## src/rtl/irq_aggr_pkg.sv

```systemverilog
package irq_aggr_pkg;

    localparam int NCAT = 3;

    typedef enum logic [1:0] {
        CAT_ISO  = 2'd0,
        CAT_INTR = 2'd1,
        CAT_BULK = 2'd2
    } cat_e;

    typedef logic [3:0] addr_t;

    localparam addr_t A_DONE_BASE = 4'd0;
    localparam addr_t A_ALL_BASE  = 4'd3;
    localparam addr_t A_ANY_BASE  = 4'd6;
    localparam addr_t A_STAT      = 4'd9;
    localparam addr_t A_EN        = 4'd10;
    localparam addr_t A_CTRL      = 4'd11;
    localparam addr_t A_PLEN      = 4'd12;
    localparam addr_t A_IVAL      = 4'd13;

    typedef struct packed {
        logic ival_en;    // bit 1
        logic pulse_mode; // bit 0
    } ctrl_t;

    function automatic addr_t cat_addr(addr_t base, int c);
        return base + addr_t'(c);
    endfunction

endpackage

```

## src/rtl/irq_cat_eval.sv

```systemverilog
module irq_cat_eval #(
    parameter int NDESC = 32
) (
    input  logic             clk,
    input  logic             rst,
    input  logic [NDESC-1:0] evt_i,
    input  logic             done_we,
    input  logic             all_we,
    input  logic             any_we,
    input  logic [NDESC-1:0] wdata,
    output logic [NDESC-1:0] done_o,
    output logic [NDESC-1:0] all_o,
    output logic [NDESC-1:0] any_o,
    output logic             req_o
);
    logic [NDESC-1:0] done_q, all_q, any_q;
    logic             any_hit_q, all_seen_q, all_met;
    logic [NDESC-1:0] clr_bits;

    assign clr_bits = done_we ? wdata : '0;
    assign all_met  = (all_q != '0) && ((done_q & all_q) == all_q);
    assign req_o    = any_hit_q | (all_met & ~all_seen_q);
    assign done_o   = done_q;
    assign all_o    = all_q;
    assign any_o    = any_q;

    always_ff @(posedge clk) begin
        if (rst) begin
            done_q     <= '0;
            all_q      <= '0;
            any_q      <= '0;
            any_hit_q  <= 1'b0;
            all_seen_q <= 1'b0;
        end else begin
            done_q     <= (done_q & ~clr_bits) | evt_i;
            any_hit_q  <= |(evt_i & any_q);
            all_seen_q <= all_met;
            if (all_we) all_q <= wdata;
            if (any_we) any_q <= wdata;
        end
    end
endmodule

```

## src/rtl/irq_bulk_throttle.sv

```systemverilog
module irq_bulk_throttle #(
    parameter int IVAL_W = 16
) (
    input  logic              clk,
    input  logic              rst,
    input  logic              ival_en,
    input  logic [IVAL_W-1:0] ival_len,
    input  logic              req_i,
    output logic              set_o,
    output logic              expire_o
);
    logic [IVAL_W-1:0] tmr_q;
    logic              hold_q;

    assign expire_o = ival_en && (tmr_q == '0);
    assign set_o    = ival_en ? (expire_o && (hold_q || req_i)) : req_i;

    always_ff @(posedge clk) begin
        if (rst) begin
            tmr_q  <= '0;
            hold_q <= 1'b0;
        end else begin
            if (!ival_en || expire_o) tmr_q <= ival_len - 1'b1;
            else                      tmr_q <= tmr_q - 1'b1;
            if (!ival_en || expire_o) hold_q <= 1'b0;
            else                      hold_q <= hold_q | req_i;
        end
    end
endmodule

```

## src/rtl/irq_line_gen.sv

```systemverilog
module irq_line_gen #(
    parameter int NCAT   = 3,
    parameter int PLEN_W = 8
) (
    input  logic              clk,
    input  logic              rst,
    input  logic              pulse_mode,
    input  logic [NCAT-1:0]   en,
    input  logic [NCAT-1:0]   set_i,
    input  logic [NCAT-1:0]   clr_i,
    input  logic [PLEN_W-1:0] plen,
    output logic [NCAT-1:0]   stat_o,
    output logic [PLEN_W-1:0] pcnt_o,
    output logic              irq_o
);
    logic [NCAT-1:0]   stat_q;
    logic [PLEN_W-1:0] pcnt_q;
    logic              trig;

    assign trig   = |(set_i & en);
    assign stat_o = stat_q;
    assign pcnt_o = pcnt_q;
    assign irq_o  = pulse_mode ? (pcnt_q != '0) : |(stat_q & en);

    always_ff @(posedge clk) begin
        if (rst) begin
            stat_q <= '0;
            pcnt_q <= '0;
        end else begin
            stat_q <= (stat_q & ~clr_i) | set_i;
            if (trig)               pcnt_q <= plen;
            else if (pcnt_q != '0)  pcnt_q <= pcnt_q - 1'b1;
        end
    end
endmodule

```

## src/rtl/irq_aggr_top.sv

```systemverilog
module irq_aggr_top
    import irq_aggr_pkg::*;
#(
    parameter int NDESC    = 32,
    parameter int PLEN_W   = 8,
    parameter int PLEN_RST = 8,
    parameter int IVAL_W   = 16,
    parameter int IVAL_RST = 100
) (
    input  logic             clk_aon,
    input  logic             rst,
    input  logic [NDESC-1:0] iso_evt_i,
    input  logic [NDESC-1:0] intr_evt_i,
    input  logic [NDESC-1:0] bulk_evt_i,
    input  logic             reg_we,
    input  logic [3:0]       reg_addr,
    input  logic [NDESC-1:0] reg_wdata,
    output logic [NDESC-1:0] reg_rdata,
    output logic             irq_o
);
    logic [NDESC-1:0]  evt    [NCAT];
    logic [NDESC-1:0]  done_m [NCAT];
    logic [NDESC-1:0]  all_m  [NCAT];
    logic [NDESC-1:0]  any_m  [NCAT];
    logic [NCAT-1:0]   req, set, stat_q, stat_clr;
    logic [NCAT-1:0]   en_q;
    ctrl_t             ctrl_q;
    logic [PLEN_W-1:0] plen_q, pcnt;
    logic [IVAL_W-1:0] ival_q;
    logic              bulk_expire;

    assign evt[CAT_ISO]  = iso_evt_i;
    assign evt[CAT_INTR] = intr_evt_i;
    assign evt[CAT_BULK] = bulk_evt_i;

    genvar c;
    generate
        for (c = 0; c < NCAT; c++) begin : g_cat
            irq_cat_eval #(.NDESC(NDESC)) u_cat (
                .clk     (clk_aon),
                .rst     (rst),
                .evt_i   (evt[c]),
                .done_we (reg_we && reg_addr == cat_addr(A_DONE_BASE, c)),
                .all_we  (reg_we && reg_addr == cat_addr(A_ALL_BASE, c)),
                .any_we  (reg_we && reg_addr == cat_addr(A_ANY_BASE, c)),
                .wdata   (reg_wdata),
                .done_o  (done_m[c]),
                .all_o   (all_m[c]),
                .any_o   (any_m[c]),
                .req_o   (req[c])
            );
        end
    endgenerate

    assign set[CAT_ISO]  = req[CAT_ISO];
    assign set[CAT_INTR] = req[CAT_INTR];

    irq_bulk_throttle #(.IVAL_W(IVAL_W)) u_thr (
        .clk      (clk_aon),
        .rst      (rst),
        .ival_en  (ctrl_q.ival_en),
        .ival_len (ival_q),
        .req_i    (req[CAT_BULK]),
        .set_o    (set[CAT_BULK]),
        .expire_o (bulk_expire)
    );

    assign stat_clr = (reg_we && reg_addr == A_STAT) ? reg_wdata[NCAT-1:0] : '0;

    irq_line_gen #(.NCAT(NCAT), .PLEN_W(PLEN_W)) u_line (
        .clk        (clk_aon),
        .rst        (rst),
        .pulse_mode (ctrl_q.pulse_mode),
        .en         (en_q),
        .set_i      (set),
        .clr_i      (stat_clr),
        .plen       (plen_q),
        .stat_o     (stat_q),
        .pcnt_o     (pcnt),
        .irq_o      (irq_o)
    );

    always_ff @(posedge clk_aon) begin
        if (rst) begin
            en_q   <= '0;
            ctrl_q <= '0;
            plen_q <= PLEN_W'(PLEN_RST);
            ival_q <= IVAL_W'(IVAL_RST);
        end else if (reg_we) begin
            case (reg_addr)
                A_EN:    en_q   <= reg_wdata[NCAT-1:0];
                A_CTRL:  ctrl_q <= reg_wdata[1:0];
                A_PLEN:  plen_q <= reg_wdata[PLEN_W-1:0];
                A_IVAL:  ival_q <= reg_wdata[IVAL_W-1:0];
                default: ;
            endcase
        end
    end

    always_comb begin
        reg_rdata = '0;
        for (int k = 0; k < NCAT; k++) begin
            if (reg_addr == cat_addr(A_DONE_BASE, k)) reg_rdata = done_m[k];
            if (reg_addr == cat_addr(A_ALL_BASE, k))  reg_rdata = all_m[k];
            if (reg_addr == cat_addr(A_ANY_BASE, k))  reg_rdata = any_m[k];
        end
        case (reg_addr)
            A_STAT:  reg_rdata = NDESC'(stat_q);
            A_EN:    reg_rdata = NDESC'(en_q);
            A_CTRL:  reg_rdata = NDESC'(ctrl_q);
            A_PLEN:  reg_rdata = NDESC'(plen_q);
            A_IVAL:  reg_rdata = NDESC'(ival_q);
            default: ;
        endcase
    end
endmodule

```

## config.mk

```make
export PLATFORM = sky130hd
export DESIGN_NAME = irq_aggr_top
export DESIGN_NICKNAME = d
export VERILOG_FILES = /design/src/rtl/irq_aggr_pkg.sv /design/src/rtl/irq_cat_eval.sv /design/src/rtl/irq_bulk_throttle.sv /design/src/rtl/irq_line_gen.sv /design/src/rtl/irq_aggr_top.sv
export SDC_FILE = /design/constraint.sdc
export NUM_CORES = 1
export LEC_CHECK = 0
export ABC_CLOCK_PERIOD_IN_PS = 5740
export CAP_MARGIN = 25
export CORE_UTILIZATION = 40
export DETAILED_ROUTE_END_ITERATION = 8
export GPL_ROUTABILITY_DRIVEN = 0
export PLACE_DENSITY_LB_ADDON = 0.3
export SLEW_MARGIN = 0
export SYNTH_ARGS = -nofsm -noshare
export SYNTH_HDL_FRONTEND = slang
export SYNTH_HIERARCHICAL = 1
export SYNTH_SLANG_ARGS = --single-unit
```

## constraint.sdc

```tcl
create_clock -name clk_aon -period 5.74 [get_ports clk_aon]
set_input_delay 0.861 -clock clk_aon [delete_from_list [all_inputs] [get_ports clk_aon]]
set_output_delay 0.861 -clock clk_aon [all_outputs]
set_load 0.03 [all_outputs]
```

Word-level counts from Yosys, hierarchy flattened --
Index checks and enable logic that the tools add are counted.
Word-level totals: register bits 351, input bits 135, logic and storage cells 127
Cells by class: add/subtract/negate cells 3, equality and inequality tests 16, muxes and demuxes 19, bitwise operators 30, reduce and logical (&&, ||, !) cells 35
Operators by type and width (count):
- $mux W32 | 12
- $and A32 B32 Y32 | 9
- $pmux W32 S5 | 1
- $eq A32 B32 Y1 | 3
- $not A32 Y32 | 3
- $or A32 B32 Y32 | 3
- $reduce_bool A32 Y1 | 3
- $reduce_or A32 Y1 | 3
- $sub A16 B1 Y16 const B | 2
- $eq A4 B4 Y1 const B | 6
- $eq A4 B3 Y1 const B | 4
- $logic_not A16 Y1 | 1
- $mux W16 | 1
- $mux W8 | 2
- $logic_and A1 B1 Y1 | 15
- $and A3 B3 Y3 | 3
- $eq A4 B2 Y1 const B | 2
- $reduce_and A2 Y1 | 4
- $reduce_bool A8 Y1 | 1
- $sub A8 B1 Y8 const B | 1
- $reduce_or A3 Y1 | 2
- $eq A4 B1 Y1 const B | 1
- $logic_not A4 Y1 | 1
- $or A1 B1 Y1 | 4
- 10 further kinds | 16

Logic depth before layout (Yosys ltp) --
depth in word-level cells 11, gate-level depth with buffers 12, gate-level depth less buffers 10

Hierarchy --
Netlist, hierarchy kept.
Modules (own cells, without submodules):
- irq_cat_eval | times used 3, cells each 424, area an instance 3981.3 um2, sequential area each 1961.9 um2
- irq_aggr_top | times used 1, cells each 536, area an instance 4030.1 um2, sequential area each 580.6 um2
- irq_bulk_throttle | times used 1, cells each 150, area an instance 1276.2 um2, sequential area each 340.3 um2
- irq_line_gen | times used 1, cells each 71, area an instance 634.4 um2, sequential area each 220.2 um2

Worst setup path after synthesis --
No wires, ideal clock.
path kind input -> output, start point in reg_addr[0], end point out reg_rdata[13], arrival time 2400 ps, slack 2479 ps, stages on the path 6, buffers on the path 3, cells stage by stage buf_6 -> buf_6 -> nor3b_4 -> buf_4 -> a21oi_1 -> o21ai_0
On the way: word-level cells in the longest chain between the ends 11
Ends and longest elaborated chain:
- start: declaration | RTL line irq_aggr_top.sv:16 | input logic [3:0] reg_addr,
- $logic_not A4 Y1 | RTL line irq_aggr_top.sv:103 | if (reg_addr == cat_addr(A_DONE_BASE, k)) reg_rdata = done_m[k];
- $mux W32 | RTL line irq_aggr_top.sv:103
- $mux W32 | RTL line irq_aggr_top.sv:104 | if (reg_addr == cat_addr(A_ALL_BASE, k)) reg_rdata = all_m[k];
- $mux W32 | RTL line irq_aggr_top.sv:105 | if (reg_addr == cat_addr(A_ANY_BASE, k)) reg_rdata = any_m[k];
- $mux W32 | RTL line irq_aggr_top.sv:103
- $mux W32 | RTL line irq_aggr_top.sv:104
- $mux W32 | RTL line irq_aggr_top.sv:105
- $mux W32 | RTL line irq_aggr_top.sv:103
- $mux W32 | RTL line irq_aggr_top.sv:104
- $mux W32 | RTL line irq_aggr_top.sv:105
- $pmux W32 S5 (*) | RTL line irq_aggr_top.sv:107 | case (reg_addr)
- end: declaration | RTL line irq_aggr_top.sv:18 | output logic [NDESC-1:0] reg_rdata,
Mark *: on every way between the ends. The rest lies on a longest branch, timed or not.

Final worst setup path --
start point in reg_addr[3], end point out reg_rdata[0]
Same word-level chain as after synthesis.

==> impl_metrics.csv <==
group,metric,value,unit
run_status,status,"complete, no violations",
cells_and_area,fin_nets,2271,
route,ant_nets,0,
sta,finClkSkew,29.0,ps
cells_and_area,fin_util,48.0,%
setup_path,r2r_end,"u_thr/tmr_q[14]",
sta,finalSetupTns,0,ps
global_route,met2_usage,43.1,%
setup_path,crit_type,"input port to output port",
global_route,track_usage,29.7,%
route,firstDrtPassIters,6,
cells_and_area,area_growth,18.4,%
sta,worst_pin_slew,1010,ps
global_route,grt_max_degree,162,
setup_path,r2r_cells,10,
global_route,grt_pass1_vias,15400,
clocking,htree_levels,2,
global_route,met1_usage,42.4,%
clocking,insertion_delay,580,ps
sta,rsz0062_at_grt,"no",
sta,min_period,4960,ps
route,drt_iter0_drc,2426,
global_route,grt_most_used_layer,"met2",
synthesis,syn_area_per_cell,8.82,um2
hold_path,holdPathStages,2,
placed_design,preCtsSetupSlack,831,ps
die,fp.dieW,213,um
setup_path,critPathArrivalTime,4100,ps
placed_design,place_hpwl,51000,um
sta,period_share,86.4,%
pwr,switching_share,28.2,%
job,maxCapViolations,0,
clocking,cts.clk_slew.worst_paths,50,ps
pwr,intPower,4.37,mW
route,drc,0,
global_route,grt_pass1_wl,99600,um
sta,slew_headroom,32.3,%
route,vias_per_cell,6.14,
hold_path,worstHoldEndpoint,"u_thr/hold_q",
route,routed_wl,69600,um
setup_path,cp-end-kind,"output port",
clocking,numCtsBuffers,40,
pwr,ir_worst_vdd,0.000178,V
pwr,comb_power_share,14.6,%
sta,setup_ws,781,ps
die,core_area,0.0441,mm2
synthesis,syn_nets,2166,
synthesis,syn_inst,2028,
pwr,p_per_area,288,mW/mm2
synthesis,ys_warn_count,6,
clocking,numClockSinks,351,
die,dieArea,0.0455,mm2
cells_and_area,n_antenna_cell,0,
hold_path,worstHoldStart,"u_thr/hold_q",
pwr,p_switching,1.72,mW
clocking,post_cts_resized,0,
sta,finalSetupViolCount,0,
setup_path,crit_required,4880,ps
sta,hold_violations,0,
die,io_pins,168,
hold_path,hold_path_class,"flip-flop to flip-flop",
clocking,cts_buffer_depth,3,
sta,report.final.slew_viol_count,0,
synthesis,synth_area,0.0179,mm2
global_route,grt-ovfl-total,0,
die,die_y,213,um
pwr,power_frac_clock,41.4,%
cells_and_area,drive_gt1_share,8.99,%
global_route,grt_use_met3,6.31,%
setup_path,r2r_start,"u_thr/tmr_q[3]",
clocking,cts_setup_buffers,0,
pwr,sequentialPowerShare,43.9,%
die,rows,77,
setup_path,startpoint_type,"input port",
die,initial_core_util,40.5,%
route,vias,16900,
route,wl_per_cell,25.3,um
setup_path,r2r_slack,2600,ps
clocking,postCtsHoldBufs,0,
sta,max_freq,202,MHz
placed_design,io_buffers,167,
pwr,leakage,7.51,nW
clocking,cts_tree,"yes",
clocking,cts_root_buf,"clkbuf_16",
global_route,antenna_found_initial,2,
setup_path,path_max_fanout,17,
==> critical path, stage by stage <==
cell             delay [ps]
clkdlybuf4s50_1         900
nor3b_4                 790
nand2_2                 300
o211ai_1                290
o2111ai_1               270
clkdlybuf4s50_1         680
==> power by group through the flow <==
stage	sequential [mW]	clock (mW)	combinational, mW
floorplan	2.66	0	0.542
global placement	2.72	0	0.853
detailed placement	2.72	0	0.869
CTS	2.67	2.53	0.872
global route	2.68	2.65	0.941
finish	2.68	2.52	0.892
==> area by class of cell <==
type | count | area [um2]
clock buffer | 55 | 1130
fill | 4237 | 23000
multi-input combinational | 1491 | 10000
inverter | 57 | 214
clock inverter | 13 | 129
tap | 592 | 741
sequential | 351 | 7030
timing repair buffer | 192 | 1880
==> metrics by stage <==
stage | cells | hold slack, ps | cell area, um2 | power (mW)
after CTS | 2751 | 486 | 21200 | 6.07
after global routing | 2751 | 511 | 21200 | 6.27
after floorplan | 2028 | 449 | 17900 | 3.21
final | 2751 | 485 | 21200 | 6.09
after global placement | 2682 | 464 | 19900 | 3.57
after detailed placement | 2683 | 477 | 19900 | 3.59
==> metal layers <==
layer  vias up  routed length, um
met1      8136              29600
met2      1115              29000
met4         2               3020
li1       7460                  -
met3       176               7890
met5         -                 38
==> cell usage in the layout, fill, tap and decap left out, types with 20 or more instances in the layout <==
| cell type | n |
|---|---|
| nand4_1 | 26 |
| clkbuf_16 | 41 |
| o21ai_0 | 42 |
| dfxtp_1 | 351 |
| mux2i_1 | 249 |
| buf_4 | 24 |
| o21ai_1 | 20 |
| nor2_1 | 348 |
| a22oi_1 | 68 |
| clkdlybuf4s50_1 | 163 |
| nand2_1 | 162 |
| nor4_1 | 31 |
| nor2b_1 | 73 |
| inv_1 | 50 |
| a221oi_1 | 31 |
| a21oi_1 | 149 |
==> state kept, by name (all words and copies together), names as in the netlist <==
signal	count
ival_q	16
g_cat.u_cat/any_o	96
u_thr/tmr_q	16
u_line/pcnt_o	8
g_cat.u_cat/all_seen_q	3
plen_q	8
en_q	3
g_cat.u_cat/any_hit_q	3
u_line/stat_o	3
g_cat.u_cat/done_o	96
g_cat.u_cat/all_o	96
u_thr/hold_q	1
ctrl_q	2
==> how the worst max path moves through the flow <==
stage | from | endpoint | slack (ps) | cells past startpoint
after floorplan | reg_addr[0] | reg_rdata[13] | 2480 | 6
after global placement | reg_addr[3] | reg_rdata[0] | 910 | 6
after detailed placement | reg_addr[3] | reg_rdata[0] | 830 | 6
after CTS | reg_addr[3] | reg_rdata[0] | 810 | 6
after global routing | reg_addr[3] | reg_rdata[0] | 670 | 6
final | reg_addr[3] | reg_rdata[0] | 780 | 6
Power figures use the tool's default switching activity.
